<file path="config.mk">
export PLATFORM = sky130hd
export DESIGN_NAME = inbound_xlat_window
export DESIGN_NICKNAME = d
export VERILOG_FILES = /design/src/rtl/ixw_pkg.sv /design/src/rtl/ixw_mask_reg.sv /design/src/rtl/ixw_base_reg.sv /design/src/rtl/ixw_match.sv /design/src/rtl/inbound_xlat_window.sv
export SDC_FILE = /design/constraint.sdc
export NUM_CORES = 1
export LEC_CHECK = 0
export CAP_MARGIN = 20
export CORE_UTILIZATION = 45
export DETAILED_ROUTE_END_ITERATION = 16
export PLACE_DENSITY = 0.84
export RECOVER_POWER = 50
export SLEW_MARGIN = 20
export SYNTH_ARGS = -nofsm -noshare
export SYNTH_HDL_FRONTEND = slang
export SYNTH_SLANG_ARGS = --single-unit
</file>
<file path="constraint.sdc">
create_clock -name clk_i -period 1.6 [get_ports clk_i]
set_input_delay 0.16 -clock clk_i [delete_from_list [all_inputs] [get_ports clk_i]]
set_output_delay 0.16 -clock clk_i [all_outputs]
set_load 0.05 [all_outputs]
</file>
<file path="src/rtl/ixw_pkg.sv">
package ixw_pkg;
  typedef enum logic [1:0] {
    SEL_SIZE  = 2'd0,
    SEL_LBASE = 2'd1,
    SEL_BAR   = 2'd2,
    SEL_NONE  = 2'd3
  } ixw_sel_e;
endpackage

</file>
<file path="src/rtl/ixw_mask_reg.sv">
module ixw_mask_reg #(
  parameter int unsigned MASK_W = 20
) (
  input  logic              clk_i,
  input  logic              rst_ni,
  input  logic              wr_i,
  input  logic [MASK_W-1:0] wdata_i,
  output logic [MASK_W-1:0] mask_o
);
  logic [MASK_W-1:0] prefix;
  logic [MASK_W-1:0] mask_q;

  // keep only the leading run of ones
  assign prefix[MASK_W-1] = wdata_i[MASK_W-1];
  for (genvar i = MASK_W - 2; i >= 0; i--) begin : g_pfx
    assign prefix[i] = wdata_i[i] & prefix[i+1];
  end

  always_ff @(posedge clk_i or negedge rst_ni) begin
    if (!rst_ni)   mask_q <= '1;
    else if (wr_i) mask_q <= prefix;
  end

  assign mask_o = mask_q;

  logic [MASK_W-1:0] inv_mask;
  assign inv_mask = ~mask_q;

  AST_MASK_CONTIG: assert property (@(posedge clk_i) disable iff (!rst_ni)
    (inv_mask & (inv_mask + 1'b1)) == '0);
  AST_MASK_SUBSET: assert property (@(posedge clk_i) disable iff (!rst_ni)
    wr_i |=> (mask_q & ~$past(wdata_i)) == '0);
endmodule

</file>
<file path="src/rtl/ixw_base_reg.sv">
module ixw_base_reg #(
  parameter int unsigned MASK_W = 20
) (
  input  logic              clk_i,
  input  logic              rst_ni,
  input  logic              wr_i,
  input  logic [MASK_W-1:0] wdata_i,
  input  logic [MASK_W-1:0] keep_i,
  output logic [MASK_W-1:0] q_o
);
  logic [MASK_W-1:0] q;

  always_ff @(posedge clk_i or negedge rst_ni) begin
    if (!rst_ni)   q <= '0;
    else if (wr_i) q <= wdata_i & keep_i;
  end

  assign q_o = q;

  AST_BASE_KEEP: assert property (@(posedge clk_i) disable iff (!rst_ni)
    wr_i |=> (q & ~$past(keep_i)) == '0);
endmodule

</file>
<file path="src/rtl/ixw_match.sv">
module ixw_match #(
  parameter int unsigned ADDR_W   = 32,
  parameter int unsigned GRAN_LG2 = 12,
  localparam int unsigned MASK_W  = ADDR_W - GRAN_LG2
) (
  input  logic [ADDR_W-1:0] addr_i,
  input  logic [MASK_W-1:0] mask_i,
  input  logic [MASK_W-1:0] bar_i,
  input  logic [MASK_W-1:0] lbase_i,
  output logic              hit_o,
  output logic [ADDR_W-1:0] local_addr_o
);
  logic [MASK_W-1:0] hi;
  assign hi    = addr_i[ADDR_W-1:GRAN_LG2];
  assign hit_o = ((hi ^ bar_i) & mask_i) == '0;
  assign local_addr_o = {(lbase_i & mask_i) | (hi & ~mask_i), addr_i[GRAN_LG2-1:0]};
endmodule

</file>
<file path="src/rtl/inbound_xlat_window.sv">
module inbound_xlat_window
  import ixw_pkg::*;
#(
  parameter int unsigned ADDR_W   = 32,
  parameter int unsigned GRAN_LG2 = 12
) (
  input  logic              clk_i,
  input  logic              rst_ni,
  input  logic              reg_we_i,
  input  logic [1:0]        reg_sel_i,
  input  logic [ADDR_W-1:0] reg_wdata_i,
  output logic [ADDR_W-1:0] reg_rdata_o,
  input  logic [ADDR_W-1:0] bus_addr_i,
  output logic              hit_o,
  output logic [ADDR_W-1:0] local_addr_o
);
  localparam int unsigned MASK_W = ADDR_W - GRAN_LG2;

  ixw_sel_e          sel;
  logic [MASK_W-1:0] wdata_hi;
  logic [MASK_W-1:0] mask;
  logic [MASK_W-1:0] lbase;
  logic [MASK_W-1:0] bar;
  logic              unused_wlow;

  assign sel         = ixw_sel_e'(reg_sel_i);
  assign wdata_hi    = reg_wdata_i[ADDR_W-1:GRAN_LG2];
  assign unused_wlow = ^reg_wdata_i[GRAN_LG2-1:0];

  ixw_mask_reg #(.MASK_W(MASK_W)) u_mask (
    .clk_i  (clk_i),
    .rst_ni (rst_ni),
    .wr_i   (reg_we_i && sel == SEL_SIZE),
    .wdata_i(wdata_hi),
    .mask_o (mask)
  );

  ixw_base_reg #(.MASK_W(MASK_W)) u_lbase (
    .clk_i  (clk_i),
    .rst_ni (rst_ni),
    .wr_i   (reg_we_i && sel == SEL_LBASE),
    .wdata_i(wdata_hi),
    .keep_i ({MASK_W{1'b1}}),
    .q_o    (lbase)
  );

  ixw_base_reg #(.MASK_W(MASK_W)) u_bar (
    .clk_i  (clk_i),
    .rst_ni (rst_ni),
    .wr_i   (reg_we_i && sel == SEL_BAR),
    .wdata_i(wdata_hi),
    .keep_i (mask),
    .q_o    (bar)
  );

  ixw_match #(.ADDR_W(ADDR_W), .GRAN_LG2(GRAN_LG2)) u_match (
    .addr_i      (bus_addr_i),
    .mask_i      (mask),
    .bar_i       (bar),
    .lbase_i     (lbase),
    .hit_o       (hit_o),
    .local_addr_o(local_addr_o)
  );

  always_comb begin
    unique case (sel)
      SEL_SIZE:  reg_rdata_o = {mask, {(GRAN_LG2-1){1'b0}}, 1'b1};
      SEL_LBASE: reg_rdata_o = {lbase, {GRAN_LG2{1'b0}}};
      SEL_BAR:   reg_rdata_o = {bar & mask, {GRAN_LG2{1'b0}}};
      default:   reg_rdata_o = '0;
    endcase
  end

  logic [ADDR_W-1:0] full_mask;
  assign full_mask = {mask, {GRAN_LG2{1'b0}}};

  AST_SIZE_FIXED_BITS: assert property (@(posedge clk_i) disable iff (!rst_ni)
    reg_sel_i == 2'd0 |-> reg_rdata_o[GRAN_LG2-1:0] == GRAN_LG2'(1));
  AST_LBASE_LOW_ZERO: assert property (@(posedge clk_i) disable iff (!rst_ni)
    reg_sel_i == 2'd1 |-> reg_rdata_o[GRAN_LG2-1:0] == '0);
  AST_BAR_OUTSIDE_ZERO: assert property (@(posedge clk_i) disable iff (!rst_ni)
    reg_sel_i == 2'd2 |-> (reg_rdata_o & ~full_mask) == '0);
  AST_NONE_READS_ZERO: assert property (@(posedge clk_i) disable iff (!rst_ni)
    reg_sel_i == 2'd3 |-> reg_rdata_o == '0);
  AST_LOW_PASS: assert property (@(posedge clk_i) disable iff (!rst_ni)
    ((local_addr_o ^ bus_addr_i) & ~full_mask) == '0);
  AST_LBASE_WRITE_NEXT: assert property (@(posedge clk_i) disable iff (!rst_ni)
    (reg_we_i && reg_sel_i == 2'd1) |=> lbase == $past(wdata_hi));
  AST_NONE_WRITE_IDLE: assert property (@(posedge clk_i) disable iff (!rst_ni)
    (reg_we_i && reg_sel_i == 2'd3) |=> $stable(mask) && $stable(lbase) && $stable(bar));
endmodule

</file>
==> run_results.csv, run 1 <==
group,metric,value,unit
status,status,"finished with violations",
status,violations,"setup timing",
clock_network,insertion_delay,350,ps
global_routing,grt_use_total,28.3,%
worst_setup_path,cp_top_family,"simple AND/OR/NAND/NOR gates",
global_routing,antenna_found_initial,0,
place,place_congestion,0.867,
finish,finalNetCount,557,
clock_network,cts_sinks,60,
worst_setup_path,crit_path_end_kind,"output pin",
run,drv_cap,0,
place,preCtsSetupSlack,-363,ps
worst_setup_path,cp_max_fo,3,
floorplanning,core_area,7250,um^2
sta,rsz0062_at_grt,"yes",
clock_network,cts_buffer_depth,2,
synth,syn_inst,365,
power,powerDensity,816,nW/um^2
place,dp_hpwl,6590,um
clock_network,cts_buffers,9,
finish,register_area,1530,um^2
worst_setup_path,worstPathCellList,"xor2_1 > a22oi_1 > nand4_1 > nor3_4 > buf_12",
synth,synth_top_cell_area_share,29.8,%
power,cell_internal_pwr,2.91,mW
worst_setup_path,cp-start-kind,"flop",
drt,drc,0,
synth,avgSynthCellArea,9.20,um^2
global_routing,grt_start_max_net_pins,61,
drt,wl,10800,um
drt,ant_nets,0,
clock_network,cts_max_level,3,
sta,setup_viol,32,
power,seq_power_share,39.8,%
clock_network,tritoncts,"done",
global_routing,grt_pass1_wl,16400,um
sta,setup-tns-final,-1700,ps
finish,layout-drive-gt1-share,40.0,%
finish,nFillCells,462,
sta,tightest_slew,829,ps
floorplanning,die_y,88.4,um
finish,multi_input_area,1780,um^2
sta,fin_worst_skew,8.81,ps
worst_setup_path,crit_arrival,1760,ps
synth,yosys.area.top_type,"dfrtp_1",
sta,hold_viol_final,0,
floorplanning,die_area,7820,um^2
sta,worst_slack,-320,ps
worst_hold_path,min_path_type,"input port to output pin",
power,combPwrFrac,31.9,%
sta,finalWorstPathRequiredPeriod,1920,ps
power,clock_power_share,28.2,%
power,p_sw_share,33.9,%
sta,fin_crit_sh,120,%
global_routing,grt_remaining_overflow,0,
synth,synth_seq_cells,60,
worst_setup_path,r2r_slack,560,ps
power,cellLeakagePower,2.34,nW
worst_setup_path,cp_slowest_cell,"dfrtp_1",
sta,max_freq,0.521,GHz
drt,dr.first_iter.drc_count,260,
drt,dr.pass1.iters,5,
drt,vias,3343,
synth,yosysWarnings,0,
sta,maxSlewViolCount,0,
drt,routedWlPerCell,18.2,um
floorplanning,start_util,46.3,%
finish,diodes,0,
synth,ys_types,30,
synth,netlist_area,3360,um^2
power,switchingPower,1.49,mW
worst_setup_path,cpPeakStageDelay,420,ps
clock_network,path_clk_slew,70,ps
power,vdd_ir_drop_max,501,uV
synth,ys_seq_area_share,45.4,%
clock_network,root_buffer,"clkbuf_8",
global_routing,grt_pass1_vias,3422,
drt,routed_via_density,5.65,
floorplanning,io_pins,134,
floorplanning,rows,31,
finish,final_area,5380,um^2
floorplanning,die_w,88.4,um
place,io_buffers,86,
worst_setup_path,critPathKind,"flop to output pin",
worst_setup_path,critical_path_buf_inv_count,1,
finish,syn_to_final_growth,60.2,%
sta,relSlewSlack,44.8,%
synth,synth_area_leaders,"dfrtp_1 (30%), dfstp_2 (16%), mux2_2 (12%)",
worst_setup_path,critPathRequiredTime,1440,ps
place,placed_cell_area,4830,um^2
sta,whs,320,ps
## sequential cells by signal (all words and copies together), names as in the netlist
name           flops
u_bar.q_o         20
u_lbase.q_o       20
u_mask.mask_o     20
## cells in the final DEF (no fill, tap or decap), types with 2 or more instances in the layout
cell | netlist | routed
a22oi_1 | 10 | 8
mux2_2 | 36 | 16
mux2_4 | 0 | 20
clkinvlp_4 | 0 | 4
conb_1 | 1 | 11
o21ai_0 | 75 | 42
xor2_1 | 20 | 20
o21ai_2 | 0 | 21
dfrtp_1 | 40 | 40
o31ai_1 | 2 | 2
clkdlybuf4s50_1 | 0 | 41
buf_2 | 1 | 2
buf_6 | 2 | 13
nand4_1 | 5 | 5
nor2_1 | 3 | 3
clkbuf_8 | 0 | 10
o21ai_1 | 0 | 12
inv_1 | 6 | 5
dfstp_2 | 20 | 20
dlygate4sd2_1 | 0 | 2
a22oi_2 | 0 | 2
buf_4 | 23 | 36
a22o_1 | 2 | 2
nand2_1 | 89 | 89
buf_12 | 0 | 42
nand3_1 | 5 | 5
clkinv_2 | 0 | 2
## power groups by stage
stage          clock, mW  combinational [mW]  sequential, mW
5_1_grt             1.31                1.47            1.77
4_1_cts             1.24                1.38            1.74
3_5_place_dp           0                1.30            1.76
2_1_floorplan          0               0.739            1.74
6_report            1.24                1.40            1.75
3_3_place_gp           0                1.28            1.75
## layout make-up
type | count | share of cell area, %
sequential | 60 | 28.4
timing repair buffer | 141 | 32.5
multi-input combinational | 270 | 33.1
inverter | 6 | 0.465
tap | 99 | 2.30
clock buffer | 10 | 2.56
clock inverter | 6 | 0.744
## repair_timing
item,in CTS,in global routing
hold buffers,1,0
cloned,2,0
setup endpoints to repair,39,28
pin swaps,6,20
gates resized for setup,50,29
setup buffers,9,11
endpoints found under the hold margin,40,0
## per-layer routing
metal / routed length (um) / global-route usage (%)
met4: 427 / 20.2
met2: 5480 / 46.6
met5: 0 / 0
met1: 4150 / 32.6
met3: 699 / 6.44
## cells in the mapped netlist
| cell | count |
|---|---|
| or2_1 | 1 |
| nand3b_1 | 1 |
| nor3_1 | 2 |
| a21o_1 | 1 |
| and3_1 | 1 |
| a22oi_1 | 10 |
| nor2b_1 | 1 |
| mux2_2 | 36 |
| buf_1 | 2 |
| clkbuf_1 | 11 |
| buf_6 | 2 |
| a32o_1 | 1 |
| buf_2 | 1 |
| nand4_1 | 5 |
| conb_1 | 1 |
| dfrtp_1 | 40 |
| or3b_1 | 1 |
| buf_4 | 23 |
| o31ai_2 | 1 |
| or4_4 | 1 |
| dfstp_2 | 20 |
| a22o_1 | 2 |
| xor2_1 | 20 |
| o31ai_1 | 2 |
| nor2_1 | 3 |
| inv_1 | 6 |
| nand2_1 | 89 |
| nor4_1 | 1 |
| o21ai_0 | 75 |
| nand3_1 | 5 |
## path summary, 6_finish.rpt
path                             startpoint                to  cells past startpoint
setup / recovery              u_bar.q_o[10]             hit_o                      5
max in group asynchronous            rst_ni      u_bar.q_o[1]                      3
hold / removal                bus_addr_i[1]   local_addr_o[1]                      0
hold reg to reg            u_mask.mask_o[1]  u_mask.mask_o[1]                      2
setup reg to reg           u_mask.mask_o[9]      u_bar.q_o[9]                      3
min in group asynchronous            rst_ni   u_lbase.q_o[19]                      3
## cell families (layout without fill, tap and decap cells)
| kind of cell | Yosys count | in the layout | synth area share (%) |
|---|---|---|---|
| AO/OA/AOI/OAI | 92 | 92 | 15.3 |
| XOR/XNOR | 20 | 20 | 5.21 |
| buffers and inverters | 45 | 163 | 8.08 |
| flip-flops | 60 | 60 | 45.4 |
| multiplexers | 36 | 36 | 12.1 |
| other | 1 | 11 | 0.112 |
| AND/OR/NAND/NOR | 111 | 111 | 13.8 |
## stage by stage
step | std cells | power [mW] | util (%)
floorplan | 375 | 2.48 | -
finish | 592 | 4.39 | 74.2
global route | 592 | 4.55 | 74.2
CTS | 581 | 4.36 | 72.8
global placement | 553 | 3.03 | 66.6
detailed placement | 553 | 3.06 | 66.6
## worst register-to-register path, delay by kind of cell (launching register included)
family / cells / cell delay, ps
DFF: 1 / 600
buffers and inverters: 1 / 150
AOI/OAI and AO/OA: 1 / 160
and+or+nand+nor: 1 / 60
Note: power is estimated with default switching activity, not from simulation.
==> run 2, diff against run 1 <==
--- a/config.mk
+++ b/config.mk
@@ -6,9 +6,11 @@
 export NUM_CORES = 1
 export LEC_CHECK = 0
 export CAP_MARGIN = 20
-export CORE_UTILIZATION = 45
+export CELL_PAD_IN_SITES_DETAIL_PLACEMENT = 1
+export CELL_PAD_IN_SITES_GLOBAL_PLACEMENT = 1
+export CORE_UTILIZATION = 34
 export DETAILED_ROUTE_END_ITERATION = 16
-export PLACE_DENSITY = 0.84
+export PLACE_DENSITY = 0.86
 export RECOVER_POWER = 50
 export SLEW_MARGIN = 20
 export SYNTH_ARGS = -nofsm -noshare
==> run_results.csv, run 2 (synthesis gave the netlist of run 1 again) <==
group,metric,value,unit
floorplanning,start_util,35.7,%
drt,routedWlPerCell,21.7,um
place,dp.cells,586,
clock_network,cts_max_level,3,
clock_network,path_clk_slew,70,ps
global_routing,grt_pass1_wl,19600,um
worst_setup_path,crit_arrival,1840,ps
finish,final_cells,634,
drt,top_layer_used,"met4",
global_routing,grt_use_total,25.8,%
power,cellLeakagePower,2.50,nW
drt,wl_met3,558,um
sta,relSlewSlack,22.6,%
clock_network,cts_buffer_depth,2,
global_routing,grt_remaining_overflow,0,
floorplanning,die_w,101,um
floorplanning,core_area,9420,um^2
finish,finalNetCount,569,
status,violations,"setup timing",
place,preCtsSetupSlack,-393,ps
clock_network,root_buffer,"clkbuf_8",
place,place_congestion,0.811,
sta,max_freq,0.500,GHz
worst_setup_path,setup.worst_path.start,"u_bar.q_o[15]",
worst_setup_path,critPathRequiredTime,1440,ps
drt,routed_via_density,5.28,
worst_setup_path,cp_top_family,"simple AND/OR/NAND/NOR gates",
worst_setup_path,crit_path_end_kind,"output pin",
worst_setup_path,cp_max_fo,3,
power,vdd_ir_drop_max,555,uV
sta,tightest_slew,1160,ps
drt,m1WireLength,5360,um
drt,ant_nets,0,
finish,final_common_cell,"nand2_1",
floorplanning,io_pins,134,
drt,dr.first_iter.drc_count,151,
sta,maxSlewViolCount,0,
place,dp_hpwl,7760,um
clock_network,insertion_delay,360,ps
worst_setup_path,worstPathCellList,"xor2_1 > a22oi_2 > nand4_1 > nor3_4 > buf_12",
floorplanning,rows,35,
sta,fin_worst_skew,6.37,ps
clock_network,cts_sinks,60,
clock_network,tritoncts,"done",
finish,mostFrequentLayoutCells,"nand2_1 (89), buf_12 (47), buf_4 (43)",
finish,diodes,0,
worst_setup_path,cp_slowest_cell,"dfrtp_1",
global_routing,antenna_found_initial,0,
power,powerDensity,812,nW/um^2
worst_setup_path,cpPeakStageDelay,420,ps
sta,finalWorstPathRequiredPeriod,2000,ps
sta,setup_viol,16,
drt,vias,3348,
finish,fin_util,60.6,%
drt,wl,13700,um
finish,layout-drive-gt1-share,43.4,%
drt,drc,0,
worst_setup_path,cp-start-kind,"flop",
sta,setup-tns-final,-1450,ps
worst_setup_path,critical_path_buf_inv_count,1,
worst_setup_path,reg2reg_from,"u_mask.mask_o[5]",
sta,rsz0062_at_grt,"yes",
drt,dr.pass1.iters,4,
floorplanning,die_y,101,um
finish,syn_to_final_growth,69.9,%
sta,hold_viol_final,0,
worst_setup_path,critPathKind,"flop to output pin",
global_routing,grt_pass1_vias,3667,
global_routing,grt_start_max_net_pins,41,
drt,wl_met2,7280,um
sta,worst_slack,-400,ps
place,io_buffers,86,
status,status,"finished with violations",
clock_network,cts_buffers,9,
worst_hold_path,min_path_type,"input port to flop",
floorplanning,die_area,10300,um^2
sta,fin_crit_sh,125,%
run,drv_cap,0,
worst_hold_path,min-delay-start,"reg_wdata_i[29]",
## run 2: layout make-up
type / instances / area (um^2)
clock buffers: 11 / 131
clock inverters: 5 / 52.6
fillers: 979 / 3710
inverters: 6 / 22.5
multi-input cells: 270 / 1890
flip-flops and latches: 60 / 1530
well taps: 129 / 161
repair buffers: 153 / 1930
## run 2: worst paths after layout
check / slack [ps] / end / cells after the start
min in group asynchronous: 660 / u_lbase.q_o[1] / 3
min reg2reg: 510 / u_mask.mask_o[1] / 2
min: 210 / u_lbase.q_o[17] / 3
max in group asynchronous: 210 / u_lbase.q_o[12] / 3
max reg2reg: 430 / u_bar.q_o[5] / 5
max: -400 / hit_o / 5
## run 2: worst register-to-register path, cell delays in order (launching register included)
cell and delay (ps):
dfstp_2 560, buf_6 120, buf_4 100, buf_4 110, nand2_1 40, o21ai_0 150
## run 2: metrics by stage
step | hold slack (ps) | power [mW] | instance area, um^2
after floorplan | -136 | 2.48 | 3400
after global placement | 162 | 3.06 | 4920
after detailed placement | 156 | 3.10 | 4920
after CTS | 320 | 4.54 | 5510
after global routing | 219 | 4.77 | 5710
final | 208 | 4.63 | 5710
## run 2: what timing repair did
action	4_1_cts	5_1_grt
cloned	2	0
pin swaps	25	18
resized for setup	72	38
buffers inserted	16	13
endpoints found under the setup margin	46	45
hold buffers	1	0
endpoints found under the hold margin	45	0
## run 2: where the power goes
part	switching, mW	internal [mW]	total (mW)
sequential	0.116	1.65	1.76
combinational	0.790	0.700	1.49
clock	0.668	0.712	1.38
total	1.57	3.06	4.63
## run 2: layer usage
layer | track usage (%) | vias up
met5 | 0 | -
met1 | 29.3 | 1683
met2 | 45.1 | 126
li1 | - | 1499
met3 | 6.83 | 40
met4 | 12.8 | 0
==> run 3, diff against run 2 <==
--- a/config.mk
+++ b/config.mk
@@ -8,11 +8,12 @@
 export CAP_MARGIN = 20
 export CELL_PAD_IN_SITES_DETAIL_PLACEMENT = 1
 export CELL_PAD_IN_SITES_GLOBAL_PLACEMENT = 1
-export CORE_UTILIZATION = 34
+export CORE_UTILIZATION = 36
 export DETAILED_ROUTE_END_ITERATION = 16
-export PLACE_DENSITY = 0.86
+export PLACE_DENSITY = 0.88
 export RECOVER_POWER = 50
 export SLEW_MARGIN = 20
 export SYNTH_ARGS = -nofsm -noshare
 export SYNTH_HDL_FRONTEND = slang
+export SYNTH_HIERARCHICAL = 1
 export SYNTH_SLANG_ARGS = --single-unit
==> run_results.csv, run 3 <==
group,metric,value,unit
global_routing,grt_remaining_overflow,0,
power,power,5.00,mW
worst_setup_path,cpPeakStageDelay,400,ps
global_routing,grt_pass1_vias,3772,
sta,setup-tns-final,-1440,ps
sta,hold_viol_final,0,
sta,relSlewSlack,45.2,%
drt,routedWlPerCell,22.5,um
drt,routed_via_density,5.46,
clock_network,cts_buffers,9,
place,preCtsSetupSlack,-314,ps
finish,diodes,0,
clock_network,tritoncts,"done",
finish,finalNetCount,611,
finish,mostFrequentLayoutCells,"buf_4 (47), nand3_1 (47), inv_1 (46)",
finish,final_cells,680,
global_routing,grt_pass1_wl,20700,um
clock_network,insertion_delay,350,ps
status,violations,"setup timing",
worst_setup_path,cp_slowest_cell,"dfrtp_1",
synth,synth_area_leaders,"dfrtp_1 (27%), dfstp_2 (14%), nand3_1 (6.4%)",
synth,avgSynthCellArea,9.33,um^2
clock_network,cts_sinks,60,
worst_hold_path,min_path_type,"input port to flop",
worst_setup_path,cp-start-kind,"flop",
global_routing,antenna_found_initial,0,
finish,layout-drive-gt1-share,37.8,%
synth,synth_top_cell_area_share,27.4,%
power,cellLeakagePower,2.62,nW
synth,synth_seq_cells,60,
drt,vias,3714,
sta,fin_crit_sh,131,%
synth,synth-edff-count,0,
worst_setup_path,critical_path_buf_inv_count,1,
floorplanning,io_pins,134,
place,dp_hpwl,8790,um
finish,syn_to_final_growth,63.7,%
floorplanning,start_util,37.3,%
place,placed_cell_area,5010,um^2
worst_setup_path,critPathKind,"flop to output pin",
sta,tightest_slew,821,ps
synth,ys.flop_type,"dfrtp_1",
worst_setup_path,cp_max_fo,2,
finish,final_area,5990,um^2
place,io_buffers,86,
clock_network,path_clk_slew,60,ps
drt,drc,0,
global_routing,grt_start_max_net_pins,61,
clock_network,cts_buffer_depth,2,
synth,ys_seq_area_share,41.7,%
synth,yosys.area.top_type,"dfrtp_1",
worst_setup_path,critPathRequiredTime,1440,ps
sta,max_freq,0.477,GHz
drt,dr.first_iter.drc_count,215,
power,vdd_ir_drop_max,656,uV
synth,ys_async_sr_fraction,100,%
floorplanning,die_y,103,um
run,drv_cap,0,
power,powerDensity,835,nW/um^2
drt,ant_nets,0,
finish,fin_util,61.0,%
sta,fin_worst_skew,11.2,ps
place,place_congestion,0.796,
sta,finalWorstPathRequiredPeriod,2100,ps
sta,worst_slack,-498,ps
sta,rsz0062_at_grt,"yes",
floorplanning,die_area,10600,um^2
synth,netlist_area,3660,um^2
global_routing,grt_use_total,27.0,%
synth,ys_types,36,
synth,synth_commonest_cells,"inv_1 (47), nand3_1 (47), o21ai_0 (43)",
drt,dr.pass1.iters,4,
synth,yosysWarnings,6,
worst_setup_path,worstPathCellList,"xor2_1 > a22oi_1 > nand4_1 > nor3_4 > buf_12",
drt,wl,15300,um
sta,maxSlewViolCount,0,
sta,whs,266,ps
floorplanning,core_area,9820,um^2
clock_network,root_buffer,"clkbuf_8",
synth,syn_inst,392,
worst_setup_path,cp_top_family,"simple AND/OR/NAND/NOR gates",
clock_network,cts_max_level,3,
worst_setup_path,crit_path_end_kind,"output pin",
floorplanning,rows,36,
sta,setup_viol,22,
place,dp.cells,627,
status,status,"finished with violations",
floorplanning,die_w,103,um
worst_setup_path,crit_arrival,1940,ps
run 3: cell count changes in the layout (fill, tap and decap cells not counted), moves of 10 or more:
cell | previous run | this run
conb_1 | 11 | 31
buf_12 | 47 | 32
nand2_1 | 89 | 20
o21ai_2 | 26 | 0
o21ai_1 | 12 | 2
mux2_2 | 16 | 2
inv_1 | 5 | 46
o22ai_2 | 0 | 12
mux2i_1 | 0 | 15
nand3_1 | 5 | 47
run 3: final timing paths:
check	from	end	cells past startpoint	slack, ps
max in group asynchronous	rst_ni	u_lbase/q_o[5]	3	510
setup reg to reg	u_mask/mask_o[3]	u_bar/q_o[3]	4	460
setup / recovery	u_bar/q_o[10]	hit_o	5	-500
hold / removal	reg_sel_i[0]	u_mask/mask_o[6]	4	270
min in group asynchronous	rst_ni	u_lbase/q_o[10]	3	550
hold reg to reg	u_mask/mask_o[6]	u_mask/mask_o[6]	1	550
run 3: report_power, final:
part | leakage [nW] | switching [mW] | internal, mW
clock | 0.127 | 0.643 | 1.12
sequential | 0.742 | 0.119 | 1.64
combinational | 1.75 | 0.833 | 0.650
total | 2.62 | 1.60 | 3.40
run 3: final cells by class:
type                       instances  area, um^2
fill                            1067        3830
multi-input combinational        272        2110
timing repair buffer             152        1760
sequential                        60        1530
inverter                          47         176
tap                              133         166
clock buffer                      12         155
clock inverter                     4        95.1
run 3: metal layers:
| metal | routed length [um] | global-route usage [%] | up-vias |
|---|---|---|---|
| li1 | - | - | 1619 |
| met1 | 5980 | 31.0 | 1887 |
| met2 | 7880 | 48.5 | 160 |
| met3 | 828 | 5.22 | 48 |
| met4 | 585 | 12.1 | 0 |
| met5 | 0 | 0 | - |
run 3: kinds of logic after synthesis:
logic type                count (synthesis)  synth area share (%)
and+or+nand+nor                          92                  12.9
buffers and inverters                    89                  13.4
AOI/OAI and AO/OA                        87                  14.6
DFF                                      60                  41.7
muxes                                    42                  12.4
xor gates and xnor gates                 20                  4.79
other                                     2                 0.205
run 3: repair_timing:
| action | 4_1_cts | 5_1_grt |
|---|---|---|
| hold endpoints to repair | 40 | 0 |
| endpoints found under the setup margin | 40 | 39 |
| resized for setup | 61 | 44 |
| pin swaps | 10 | 17 |
| hold buffers | 1 | 0 |
| setup buffers | 19 | 17 |
run 3: worst register-to-register path, stage by stage (launching register included):
cell	delay [ps]
dfstp_2	580
buf_6	130
buf_4	120
nand3_1	100
o21ai_0	130
